<file path="config.mk">
export PLATFORM = sky130hd
export DESIGN_NAME = bitbang_port
export DESIGN_NICKNAME = d
export VERILOG_FILES = /design/src/rtl/bitbang_pkg.sv /design/src/rtl/bitbang_sync.sv /design/src/rtl/bitbang_seq.sv /design/src/rtl/bitbang_strobe.sv /design/src/rtl/bitbang_slot.sv /design/src/rtl/bitbang_port.sv
export SDC_FILE = /design/constraint.sdc
export NUM_CORES = 1
export LEC_CHECK = 0
export BUFFER_PORTS_ARGS = -buffer_cell sky130_fd_sc_hd__buf_2
export CORE_UTILIZATION = 51
export CTS_CLUSTER_SIZE = 12
export DETAILED_ROUTE_END_ITERATION = 10
export GPL_TIMING_DRIVEN = 0
export PLACE_DENSITY = 0.83
export SLEW_MARGIN = 25
export SYNTH_ARGS = -nofsm -noshare
export SYNTH_HDL_FRONTEND = slang
export SYNTH_HIERARCHICAL = 1
export SYNTH_SLANG_ARGS = --single-unit
</file>
<file path="constraint.sdc">
create_clock -name clk -period 1.7 [get_ports clk]
set_input_delay 0.17 -clock clk [delete_from_list [all_inputs] [get_ports clk]]
set_output_delay 0.17 -clock clk [all_outputs]
set_load 0.05 [all_outputs]
</file>
<file path="src/rtl/bitbang_pkg.sv">
package bitbang_pkg;

    localparam int unsigned BB_DEFAULT_WIDTH  = 8;
    localparam int unsigned BB_DEFAULT_STAGES = 2;

    // Sampling policy
    typedef enum logic {
        MODE_FREE     = 1'b0,
        MODE_LOCKSTEP = 1'b1
    } bb_mode_e;

    // Work done at one pacing tick
    typedef struct packed {
        logic drive;
        logic sample;
    } bb_action_t;

    // go: tick with a free output slot; pending: lockstep sample owed
    function automatic bb_action_t bb_decide(
        input bb_mode_e mode,
        input logic     go,
        input logic     pending,
        input logic     wr_valid
    );
        bb_action_t a;
        if (mode == MODE_FREE) begin
            a.sample = go;
            a.drive  = go & wr_valid;
        end else begin
            a.sample = go & pending;
            a.drive  = go & ~pending & wr_valid;
        end
        return a;
    endfunction

endpackage

</file>
<file path="src/rtl/bitbang_sync.sv">
module bitbang_sync #(
    parameter int unsigned WIDTH  = 8,
    parameter int unsigned STAGES = 2
) (
    input  logic             clk,
    input  logic             rst,
    input  logic [WIDTH-1:0] d_async,
    output logic [WIDTH-1:0] q_sync
);
    localparam int unsigned LAST = STAGES - 1;

    for (genvar b = 0; b < WIDTH; b++) begin : g_bit
        logic [STAGES-1:0] chain_q;

        always_ff @(posedge clk) begin
            if (rst) begin
                chain_q <= '0;
            end else if (STAGES == 1) begin
                chain_q <= d_async[b];
            end else begin
                chain_q <= {chain_q[STAGES-2:0], d_async[b]};
            end
        end

        assign q_sync[b] = chain_q[LAST];
    end
endmodule

</file>
<file path="src/rtl/bitbang_seq.sv">
module bitbang_seq
    import bitbang_pkg::*;
#(
    parameter int unsigned WIDTH = 8
) (
    input  logic             clk,
    input  logic             rst,
    input  logic             tick,
    input  bb_mode_e         mode,
    input  logic             slot_free,
    input  logic             wr_valid,
    input  logic [WIDTH-1:0] wr_data,
    output logic             wr_ready,
    output bb_action_t       act,
    output logic [WIDTH-1:0] port_q
);
    logic go;
    logic pending_q;

    always_comb begin
        go       = tick & slot_free;
        act      = bb_decide(mode, go, pending_q, wr_valid);
        wr_ready = go & ((mode == MODE_FREE) | ~pending_q);
    end

    always_ff @(posedge clk) begin
        if (rst) begin
            pending_q <= 1'b0;
            port_q    <= '0;
        end else begin
            if (act.drive) begin
                port_q <= wr_data;
            end
            if (mode == MODE_FREE) begin
                pending_q <= 1'b0;
            end else if (act.drive) begin
                pending_q <= 1'b1;
            end else if (act.sample) begin
                pending_q <= 1'b0;
            end
        end
    end
endmodule

</file>
<file path="src/rtl/bitbang_strobe.sv">
module bitbang_strobe (
    input  logic clk,
    input  logic rst,
    input  logic tick,
    input  logic fire,
    output logic strobe_n
);
    logic arm_q;

    // Falls the clock after an access, released by the following tick.
    always_ff @(posedge clk) begin
        if (rst) begin
            strobe_n <= 1'b1;
            arm_q    <= 1'b0;
        end else if (tick) begin
            strobe_n <= 1'b1;
            arm_q    <= fire;
        end else if (arm_q) begin
            strobe_n <= 1'b0;
            arm_q    <= 1'b0;
        end
    end
endmodule

</file>
<file path="src/rtl/bitbang_slot.sv">
module bitbang_slot #(
    parameter int unsigned WIDTH = 8
) (
    input  logic             clk,
    input  logic             rst,
    input  logic             capture,
    input  logic [WIDTH-1:0] sample_in,
    input  logic             rd_ready,
    output logic             rd_valid,
    output logic [WIDTH-1:0] rd_data,
    output logic             slot_free
);
    always_ff @(posedge clk) begin
        if (rst) begin
            rd_valid <= 1'b0;
            rd_data  <= '0;
        end else if (capture) begin
            rd_valid <= 1'b1;
            rd_data  <= sample_in;
        end else if (rd_ready) begin
            rd_valid <= 1'b0;
        end
    end

    assign slot_free = ~rd_valid;
endmodule

</file>
<file path="src/rtl/bitbang_port.sv">
module bitbang_port
    import bitbang_pkg::*;
#(
    parameter int unsigned WIDTH       = BB_DEFAULT_WIDTH,
    parameter int unsigned SYNC_STAGES = BB_DEFAULT_STAGES
) (
    input  logic             clk,
    input  logic             rst,
    input  logic             mode_sync,
    input  logic [WIDTH-1:0] dir_mask,
    input  logic             tick,
    input  logic             wr_valid,
    input  logic [WIDTH-1:0] wr_data,
    output logic             wr_ready,
    output logic             rd_valid,
    output logic [WIDTH-1:0] rd_data,
    input  logic             rd_ready,
    input  logic [WIDTH-1:0] pin_in,
    output logic [WIDTH-1:0] pin_out,
    output logic [WIDTH-1:0] pin_oe,
    output logic             wr_strobe_n,
    output logic             rd_strobe_n
);
    bb_mode_e         mode;
    bb_action_t       act;
    logic             slot_free;
    logic [WIDTH-1:0] pins_synced;
    logic [WIDTH-1:0] port_q;

    assign mode = mode_sync ? MODE_LOCKSTEP : MODE_FREE;

    bitbang_sync #(.WIDTH(WIDTH), .STAGES(SYNC_STAGES)) sync_i (
        .clk     (clk),
        .rst     (rst),
        .d_async (pin_in),
        .q_sync  (pins_synced)
    );

    bitbang_seq #(.WIDTH(WIDTH)) seq_i (
        .clk       (clk),
        .rst       (rst),
        .tick      (tick),
        .mode      (mode),
        .slot_free (slot_free),
        .wr_valid  (wr_valid),
        .wr_data   (wr_data),
        .wr_ready  (wr_ready),
        .act       (act),
        .port_q    (port_q)
    );

    bitbang_slot #(.WIDTH(WIDTH)) slot_i (
        .clk       (clk),
        .rst       (rst),
        .capture   (act.sample),
        .sample_in (pins_synced),
        .rd_ready  (rd_ready),
        .rd_valid  (rd_valid),
        .rd_data   (rd_data),
        .slot_free (slot_free)
    );

    bitbang_strobe wr_stb_i (
        .clk      (clk),
        .rst      (rst),
        .tick     (tick),
        .fire     (act.drive),
        .strobe_n (wr_strobe_n)
    );

    bitbang_strobe rd_stb_i (
        .clk      (clk),
        .rst      (rst),
        .tick     (tick),
        .fire     (act.sample),
        .strobe_n (rd_strobe_n)
    );

    assign pin_out = port_q;
    assign pin_oe  = dir_mask;
endmodule

</file>
==> impl_metrics.prom, run 1 <==
# TYPE chip_impl_metric gauge
chip_impl_metric{name="first_global_vias",unit=""} 1005
chip_impl_metric{name="reg2reg_depth",unit=""} 6
chip_impl_metric{name="remaining_drc_errors",unit=""} 0
chip_impl_metric{name="cts_post_setup_buffers_inserted",unit=""} 0
chip_impl_metric{name="number_of_drc_violations_after_detailed_routing_iteration_0",unit=""} 24
chip_impl_metric{name="power.density_cell_area",unit="nW/µm²"} 938
chip_impl_metric{name="min_period_over_period",unit="%"} 83.6
chip_impl_metric{name="cpPeakStageDelay",unit="ps"} 340
chip_impl_info{name="setup.worst_path.start_class",value="flop"} 1
chip_impl_metric{name="dr.pass1.iters",unit=""} 3
chip_impl_metric{name="via_per_inst",unit=""} 4.56
chip_impl_metric{name="synth-warning-count",unit=""} 6
chip_impl_info{name="unrepaired_setup_endpoints_after_global_routing",value="false"} 1
chip_impl_info{name="clock-root-buffer",value="clkbuf_4"} 1
chip_impl_metric{name="drive_gt1_share",unit="%"} 47.7
chip_impl_metric{name="fmax",unit="MHz"} 704
chip_impl_metric{name="cp_data_required_time",unit="ps"} 1530
chip_impl_metric{name="routed_wire_length_per_instance",unit="µm"} 10.6
chip_impl_info{name="yosys-top-cells-area",value="dfxtp_1 52%, mux2i_1 11%, buf_4 8.2%"} 1
chip_impl_info{name="worstPathCellList",value="inv_1 -> nand2_1 -> a21oi_1 -> buf_2"} 1
chip_impl_metric{name="io_buffer_count",unit=""} 49
chip_impl_metric{name="cap_viol_max_count",unit=""} 0
chip_impl_metric{name="worst-path-max-fanout",unit=""} 3
chip_impl_metric{name="setup_tns",unit="ps"} 0
chip_impl_info{name="clock_tree_from_tritoncts",value="yes"} 1
chip_impl_info{name="worst_r2r_endpoint",value="slot_i/rd_data[2]"} 1
chip_impl_metric{name="synth_top_area_share",unit="%"} 51.9
chip_impl_metric{name="detailedPlacementHpwl",unit="mm"} 1.74
chip_impl_metric{name="drv_slew",unit=""} 0
chip_impl_metric{name="drt-total-wl",unit="mm"} 2.37
chip_impl_metric{name="grt_overflow_total",unit=""} 0
chip_impl_metric{name="nFillCells",unit=""} 229
chip_impl_metric{name="design.portCount",unit=""} 58
chip_impl_metric{name="syn_area",unit="µm²"} 1470
chip_impl_metric{name="min_path_cells",unit=""} 2
chip_impl_info{name="cpMaxStageDelayCell",value="dfxtp_1"} 1
chip_impl_metric{name="timing_worst_slew_pin_value",unit="ps"} 313
chip_impl_info{name="critical_path.endpoint_type",value="output port"} 1
chip_impl_metric{name="postLayoutCoreUtil",unit="%"} 66.4
chip_impl_metric{name="leakage_dissipation",unit="µW"} 0.000889
chip_impl_metric{name="grt_first_pass_wirelength",unit="mm"} 4.11
chip_impl_metric{name="synth.avg_cell_area",unit="µm²"} 10.8
chip_impl_metric{name="insertedDiodeCount",unit=""} 0
chip_impl_metric{name="postSynth.asyncResetShare",unit="%"} 0
chip_impl_info{name="holdCritStartpoint",value="pin_in[4]"} 1
chip_impl_metric{name="final_hold_viol_count",unit=""} 0
chip_impl_metric{name="min_period",unit="ps"} 1420
chip_impl_metric{name="setup_viol",unit=""} 0
chip_impl_metric{name="synthToLayoutAreaGrowth",unit="%"} 23.7
chip_impl_metric{name="post_cts_resized",unit=""} 0
chip_impl_metric{name="timing.critical_path.arrival",unit="ps"} 1250
chip_impl_metric{name="clk_pin_slew_worst_paths",unit="ps"} 110
chip_impl_metric{name="htree_num_levels",unit=""} 2
chip_impl_metric{name="ant_nets",unit=""} 0
chip_impl_metric{name="final_cells",unit=""} 224
chip_impl_info{name="dominantRegCellSynth",value="dfxtp_1"} 1
chip_impl_info{name="worst_hold_path_ep",value="sync_i/g_bit[4].chain_q[0]"} 1
chip_impl_metric{name="postSynthCellCount",unit=""} 136
chip_impl_metric{name="clk_path_buf_depth",unit=""} 2
chip_impl_metric{name="postSynthRegisterBits",unit=""} 38
chip_impl_metric{name="clock_insertion_delay_worst_skew",unit="ps"} 340
chip_impl_metric{name="cts.sinks",unit=""} 38
chip_impl_metric{name="syn_nets",unit=""} 166
chip_impl_metric{name="grt_antenna_before_repair",unit=""} 0
chip_impl_metric{name="grt_start_max_net_pins",unit=""} 21
chip_impl_metric{name="cts_buffers",unit=""} 5
chip_impl_info{name="run_status",value="finished clean"} 1
chip_impl_metric{name="placement_rows",unit=""} 19
chip_impl_metric{name="post_synth_edffs",unit=""} 0
chip_impl_metric{name="synth_cell_type_count",unit=""} 20
chip_impl_metric{name="skew",unit="ps"} 2.81
chip_impl_info{name="hold_path_class",value="input port to flop"} 1
chip_impl_metric{name="die_area",unit="µm²"} 3090
chip_impl_metric{name="dieWidth",unit="µm"} 55.6
chip_impl_metric{name="power.ir.vdd_worst",unit="mV"} 0.748
chip_impl_info{name="synth_top_area_cell",value="dfxtp_1"} 1
chip_impl_metric{name="cts_hold_repair.buffers",unit=""} 0
chip_impl_metric{name="die_y",unit="µm"} 55.6
chip_impl_info{name="worstSetupPathType",value="flop to output port"} 1
chip_impl_metric{name="r2r_setup_slack",unit="ps"} 380
chip_impl_metric{name="via_count",unit=""} 1021
chip_impl_metric{name="gp_routability_congestion",unit=""} 0.691
chip_impl_metric{name="inst_count_dp",unit=""} 216
chip_impl_metric{name="initial_cell_density_of_the_core",unit="%"} 53.6
chip_impl_metric{name="finish.net_count",unit=""} 222
chip_impl_metric{name="grtUsageTotal",unit="%"} 17.3
chip_impl_metric{name="placeableCoreArea",unit="µm²"} 2730
chip_impl_info{name="startpoint",value="slot_i/rd_valid"} 1
chip_impl_info{name="critical_path.reg2reg.startpoint",value="slot_i/rd_valid"} 1
chip_impl_metric{name="relSlewSlack",unit="%"} 79.1
chip_impl_metric{name="ys_seq_area_share",unit="%"} 51.9
[cell families (layout without fill, tap and decap cells)]
kind of cell | after synthesis | after routing | synth area share (%)
buffers and inverters | 26 | 83 | 12.4
flip-flops | 38 | 38 | 51.9
AND/OR/NAND/NOR | 49 | 49 | 22.2
AO/OA/AOI/OAI | 7 | 7 | 2.65
multiplexers | 16 | 16 | 10.9
[Yosys cell counts, types with 2 or more instances]
master / count
nor2_1: 10
a21oi_1: 4
o21ai_1: 2
nand2b_1: 17
nor2b_1: 3
mux2i_1: 16
buf_6: 3
dfxtp_1: 38
nor2b_2: 7
inv_1: 5
and2b_2: 6
buf_4: 16
and3b_1: 2
[layer usage]
| layer | part of all wire (%) | up-vias | GRT usage, % |
|---|---|---|---|
| li1 | - | 526 | - |
| met1 | 39 | 449 | 17.6 |
| met2 | 50 | 37 | 29.9 |
| met3 | 7.0 | 9 | 5.12 |
| met4 | 3.6 | 0 | 12.9 |
| met5 | 0 | - | 0 |
[layout make-up]
| class | count | area (µm²) | share of cell area [%] |
|---|---|---|---|
| inverter | 5 | 18.8 | 1.03 |
| tap | 31 | 38.8 | 2.14 |
| timing repair buffer | 49 | 245 | 13.5 |
| multi-input combinational | 72 | 524 | 28.9 |
| sequential | 38 | 761 | 41.9 |
| buffer | 21 | 163 | 8.97 |
| clock buffer | 6 | 51.3 | 2.83 |
| clock inverter | 2 | 12.5 | 0.690 |
[worst max path at each step]
stage	end	slack (ps)	cells past startpoint
final	wr_ready	280	4
after global routing	wr_ready	140	4
after CTS	wr_ready	250	4
after detailed placement	slot_i/rd_data[5]	430	6
after global placement	slot_i/rd_data[2]	520	6
after floorplan	wr_ready	70	3
[per-stage QoR]
stage          setup slack [ps]  hold WS [ps]  cell area [µm²]  total power, µW
6_report                    279          32.6             1810             1700
3_5_place_dp                427           389             1750             1240
4_1_cts                     251          22.0             1810             1730
2_1_floorplan              67.1           273             1470             1170
3_3_place_gp                519           378             1750             1230
5_1_grt                     135          14.3             1810             1790
[power breakdown]
| part | internal (µW) | switching (µW) | total (µW) |
|---|---|---|---|
| registers | 925 | 12.8 | 938 |
| clock network | 199 | 288 | 487 |
| logic | 108 | 168 | 276 |
| total | 1230 | 469 | 1700 |
[critical path, delay by kind of cell (launching register included)]
family | cells | cell delay, ps
DFF | 1 | 340
AOI/OAI and AO/OA | 1 | 120
buffers and inverters | 2 | 370
and+or+nand+nor | 1 | 90
[state kept, by name, summed over array words and instances, names as in the netlist]
signal                count
sync_i/g_bit.chain_q     16
seq_i/port_q              8
slot_i/rd_data            8
rd_stb_i/arm_q            1
rd_stb_i/strobe_n         1
seq_i/pending_q           1
slot_i/rd_valid           1
wr_stb_i/arm_q            1
wr_stb_i/strobe_n         1
[placed cells by master, fill, tap and decap left out, types with 2 or more instances in the layout]
cell type | synthesis | final
buf_2 | 0 | 49
dfxtp_1 | 38 | 38
nand2b_1 | 17 | 17
buf_4 | 16 | 16
mux2i_1 | 16 | 16
nor2_1 | 10 | 10
nor2b_2 | 7 | 7
and2b_2 | 6 | 6
clkbuf_4 | 0 | 5
inv_1 | 5 | 5
a21oi_1 | 4 | 4
buf_6 | 3 | 3
nor2b_1 | 3 | 3
and3b_1 | 2 | 2
o21ai_1 | 2 | 2
No activity file was read; power rests on OpenSTA's default activity.
==> run 2, diff against run 1 <==
- CORE_UTILIZATION: 51 -> 42
- PLACE_DENSITY: 0.83 -> 0.73
- clock period: 1.7 -> 1.3 ns (I/O delays scaled with it)
==> run 2 against run 1 <==
Clock power is 64% higher. Global-route usage shrank 1.3 points. Hold slack improved by 8.6 ps. Register-to-register slack lost 260 ps. Sequential share of layout area is 2.8 points lower. Non-clock buffer count up 8. Largest power group unchanged. Highest routed layer unchanged.
==> impl_metrics.prom, run 2 (synthesized netlist as in run 1, its figures left out) <==
# TYPE chip_impl_metric gauge
chip_impl_info{name="run_status",value="finished clean"} 1
chip_impl_metric{name="min_period",unit="ps"} 1240
chip_impl_metric{name="min_period_over_period",unit="%"} 95.3
chip_impl_metric{name="via_per_inst",unit=""} 4.26
chip_impl_metric{name="synthToLayoutAreaGrowth",unit="%"} 32.8
chip_impl_info{name="hold_path_class",value="input port to flop"} 1
chip_impl_metric{name="clk_path_buf_depth",unit=""} 2
chip_impl_metric{name="routed_wire_length_per_instance",unit="µm"} 10.2
chip_impl_metric{name="finish.net_count",unit=""} 230
chip_impl_info{name="setup.worst_path.start_class",value="flop"} 1
chip_impl_metric{name="holdWs",unit="ps"} 41.2
chip_impl_metric{name="skew",unit="ps"} 10.4
chip_impl_info{name="clock-root-buffer",value="clkbuf_4"} 1
chip_impl_metric{name="inst_count_dp",unit=""} 231
chip_impl_metric{name="power.ir.vdd_worst",unit="mV"} 0.712
chip_impl_info{name="unrepaired_setup_endpoints_after_global_routing",value="false"} 1
chip_impl_info{name="largestRegisters",value="sync_i/g_bit.chain_q x16, seq_i/port_q x8, slot_i/rd_data x8"} 1
chip_impl_metric{name="insertedDiodeCount",unit=""} 0
chip_impl_metric{name="drt-total-wl",unit="mm"} 2.52
chip_impl_metric{name="placeableCoreArea",unit="µm²"} 3340
chip_impl_metric{name="remaining_drc_errors",unit=""} 0
chip_impl_metric{name="detailedPlacementHpwl",unit="mm"} 1.82
chip_impl_metric{name="ant_nets",unit=""} 0
chip_impl_info{name="worstPathCellList",value="inv_2 -> nand2_2 -> a21oi_2 -> buf_6"} 1
chip_impl_metric{name="gp_routability_congestion",unit=""} 0.652
chip_impl_metric{name="drv_slew",unit=""} 0
chip_impl_metric{name="cpPeakStageDelay",unit="ps"} 340
chip_impl_metric{name="timing.critical_path.arrival",unit="ps"} 1110
chip_impl_metric{name="relSlewSlack",unit="%"} 75.7
chip_impl_metric{name="grt_overflow_total",unit=""} 0
chip_impl_info{name="largest_register",value="sync_i/g_bit.chain_q"} 1
chip_impl_info{name="critical_path.reg2reg.startpoint",value="seq_i/pending_q"} 1
chip_impl_metric{name="power.density_cell_area",unit="nW/µm²"} 1240
chip_impl_info{name="holdCritStartpoint",value="wr_data[3]"} 1
chip_impl_metric{name="cts_post_setup_buffers_inserted",unit=""} 0
chip_impl_metric{name="grt_first_pass_wirelength",unit="mm"} 4.25
chip_impl_metric{name="final_hold_viol_count",unit=""} 0
chip_impl_metric{name="die_area",unit="µm²"} 3730
chip_impl_metric{name="cp_data_required_time",unit="ps"} 1170
chip_impl_metric{name="die_y",unit="µm"} 61.1
chip_impl_metric{name="grt_antenna_before_repair",unit=""} 0
chip_impl_metric{name="placement_stage_worst_setup_slack",unit="ps"} 18.1
chip_impl_info{name="most-common-layout-cells",value="48 x buf_2, 37 x dfxtp_1, 17 x nand2b_1, 16 x buf_4, 16 x mux2i_1"} 1
chip_impl_metric{name="grtUsageTotal",unit="%"} 16.0
chip_impl_info{name="critical_path.endpoint_type",value="output port"} 1
chip_impl_metric{name="cts.sinks",unit=""} 38
chip_impl_metric{name="grt_start_max_net_pins",unit=""} 21
chip_impl_metric{name="htree_num_levels",unit=""} 2
chip_impl_metric{name="total_switching_power",unit="µW"} 593
chip_impl_metric{name="number_of_drc_violations_after_detailed_routing_iteration_0",unit=""} 16
chip_impl_metric{name="final.setup.worst_slack",unit="ps"} 60.8
chip_impl_info{name="startpoint",value="slot_i/rd_valid"} 1
chip_impl_metric{name="share_clk_of_total_power",unit="%"} 33.1
chip_impl_metric{name="leakage_dissipation",unit="µW"} 0.000935
chip_impl_metric{name="dr.pass1.iters",unit=""} 2
chip_impl_metric{name="cts_buffers",unit=""} 5
chip_impl_metric{name="share_seq_of_total_power",unit="%"} 50.9
chip_impl_info{name="layout.cells.most_common",value="buf_2"} 1
chip_impl_metric{name="clk_pin_slew_worst_paths",unit="ps"} 100
chip_impl_metric{name="timing_worst_slew_pin_value",unit="ps"} 364
chip_impl_metric{name="postLayoutCoreUtil",unit="%"} 58.4
chip_impl_metric{name="setup_viol",unit=""} 0
chip_impl_metric{name="power.share.switching",unit="%"} 24.6
chip_impl_metric{name="final_cells",unit=""} 246
chip_impl_info{name="worstSetupPathType",value="flop to output port"} 1
chip_impl_info{name="clock_tree_from_tritoncts",value="yes"} 1
chip_impl_metric{name="placement_rows",unit=""} 21
chip_impl_metric{name="comb_power_share",unit="%"} 16.0
chip_impl_metric{name="initial_cell_density_of_the_core",unit="%"} 43.9
chip_impl_metric{name="worst-path-max-fanout",unit=""} 3
chip_impl_metric{name="fmax",unit="MHz"} 807
chip_impl_metric{name="design.portCount",unit=""} 58
chip_impl_metric{name="setup_tns",unit="ps"} 0
chip_impl_metric{name="power_report.internal_total",unit="µW"} 1820
chip_impl_metric{name="dieWidth",unit="µm"} 61.1
chip_impl_metric{name="clock_insertion_delay_worst_skew",unit="ps"} 340
chip_impl_metric{name="io_buffer_count",unit=""} 49
chip_impl_metric{name="drive_gt1_share",unit="%"} 48.0
chip_impl_info{name="cpMaxStageDelayCell",value="dfxtp_2"} 1
chip_impl_metric{name="first_global_vias",unit=""} 1017
chip_impl_metric{name="largest_reg_flops",unit=""} 16
chip_impl_metric{name="cap_viol_max_count",unit=""} 0
chip_impl_metric{name="via_count",unit=""} 1049
-- run 2: changes by cell type in the layout (fill, tap and decap cells not counted), sizes merged --
| cell | before | now |
|---|---|---|
| bufinv | 0 | 1 |
| clkinv | 1 | 0 |
| clkinvlp | 1 | 0 |
| dlygate4sd3 | 0 | 8 |
-- run 2: final timing paths --
kind | endpoint | slack (ps) | cells after the start
max | wr_ready | 60 | 4
min | seq_i/port_q[3] | 40 | 3
max reg2reg | slot_i/rd_data[2] | 120 | 5
min reg2reg | wr_stb_i/strobe_n | 400 | 1
-- run 2: timing repair --
| action | in CTS | in global routing |
|---|---|---|
| pin swaps | 0 | 0 |
| resized for setup | 3 | 2 |
| endpoints found under the setup margin | 1 | 9 |
| hold endpoints to repair | 7 | 1 |
| hold buffers | 7 | 1 |
-- run 2: area by class of cell --
type	count	area [µm²]
Multi-Input combinational cell	72	534
Sequential cell	38	762
Fill cell	300	1390
Inverter	5	18.8
Timing Repair Buffer	57	332
Buffer	21	163
Clock inverter	1	30.0
Clock buffer	6	51.3
Tap cell	46	57.6
-- run 2: critical path, delay by kind of cell, from the launching register on --
family	cells	cell delay, ps
AOI/OAI and AO/OA	1	130
buffers and inverters	2	240
DFF	1	340
and+or+nand+nor	1	70
-- run 2: power by group through the flow --
| stage | Clock (µW) | Combinational, µW | Sequential [µW] |
|---|---|---|---|
| floorplan | 0 | 201 | 1320 |
| global placement | 0 | 356 | 1250 |
| detailed placement | 0 | 365 | 1250 |
| CTS | 836 | 386 | 1230 |
| global route | 885 | 418 | 1230 |
| finish | 798 | 387 | 1230 |
-- run 2: stage by stage --
stage	power (µW)	area, µm²
2_1_floorplan	1530	1470
3_3_place_gp	1610	1770
3_5_place_dp	1620	1770
4_1_cts	2450	1930
5_1_grt	2540	1950
6_report	2410	1950
-- run 2: per-layer routing --
| metal | up-vias | track usage [%] | share of wire [%] |
|---|---|---|---|
| met4 | 0 | 7.79 | 2.1 |
| met2 | 33 | 27.8 | 52 |
| met3 | 5 | 5.88 | 6.0 |
| met1 | 468 | 17.2 | 40 |
| li1 | 543 | - | - |
| met5 | - | 0 | 0 |
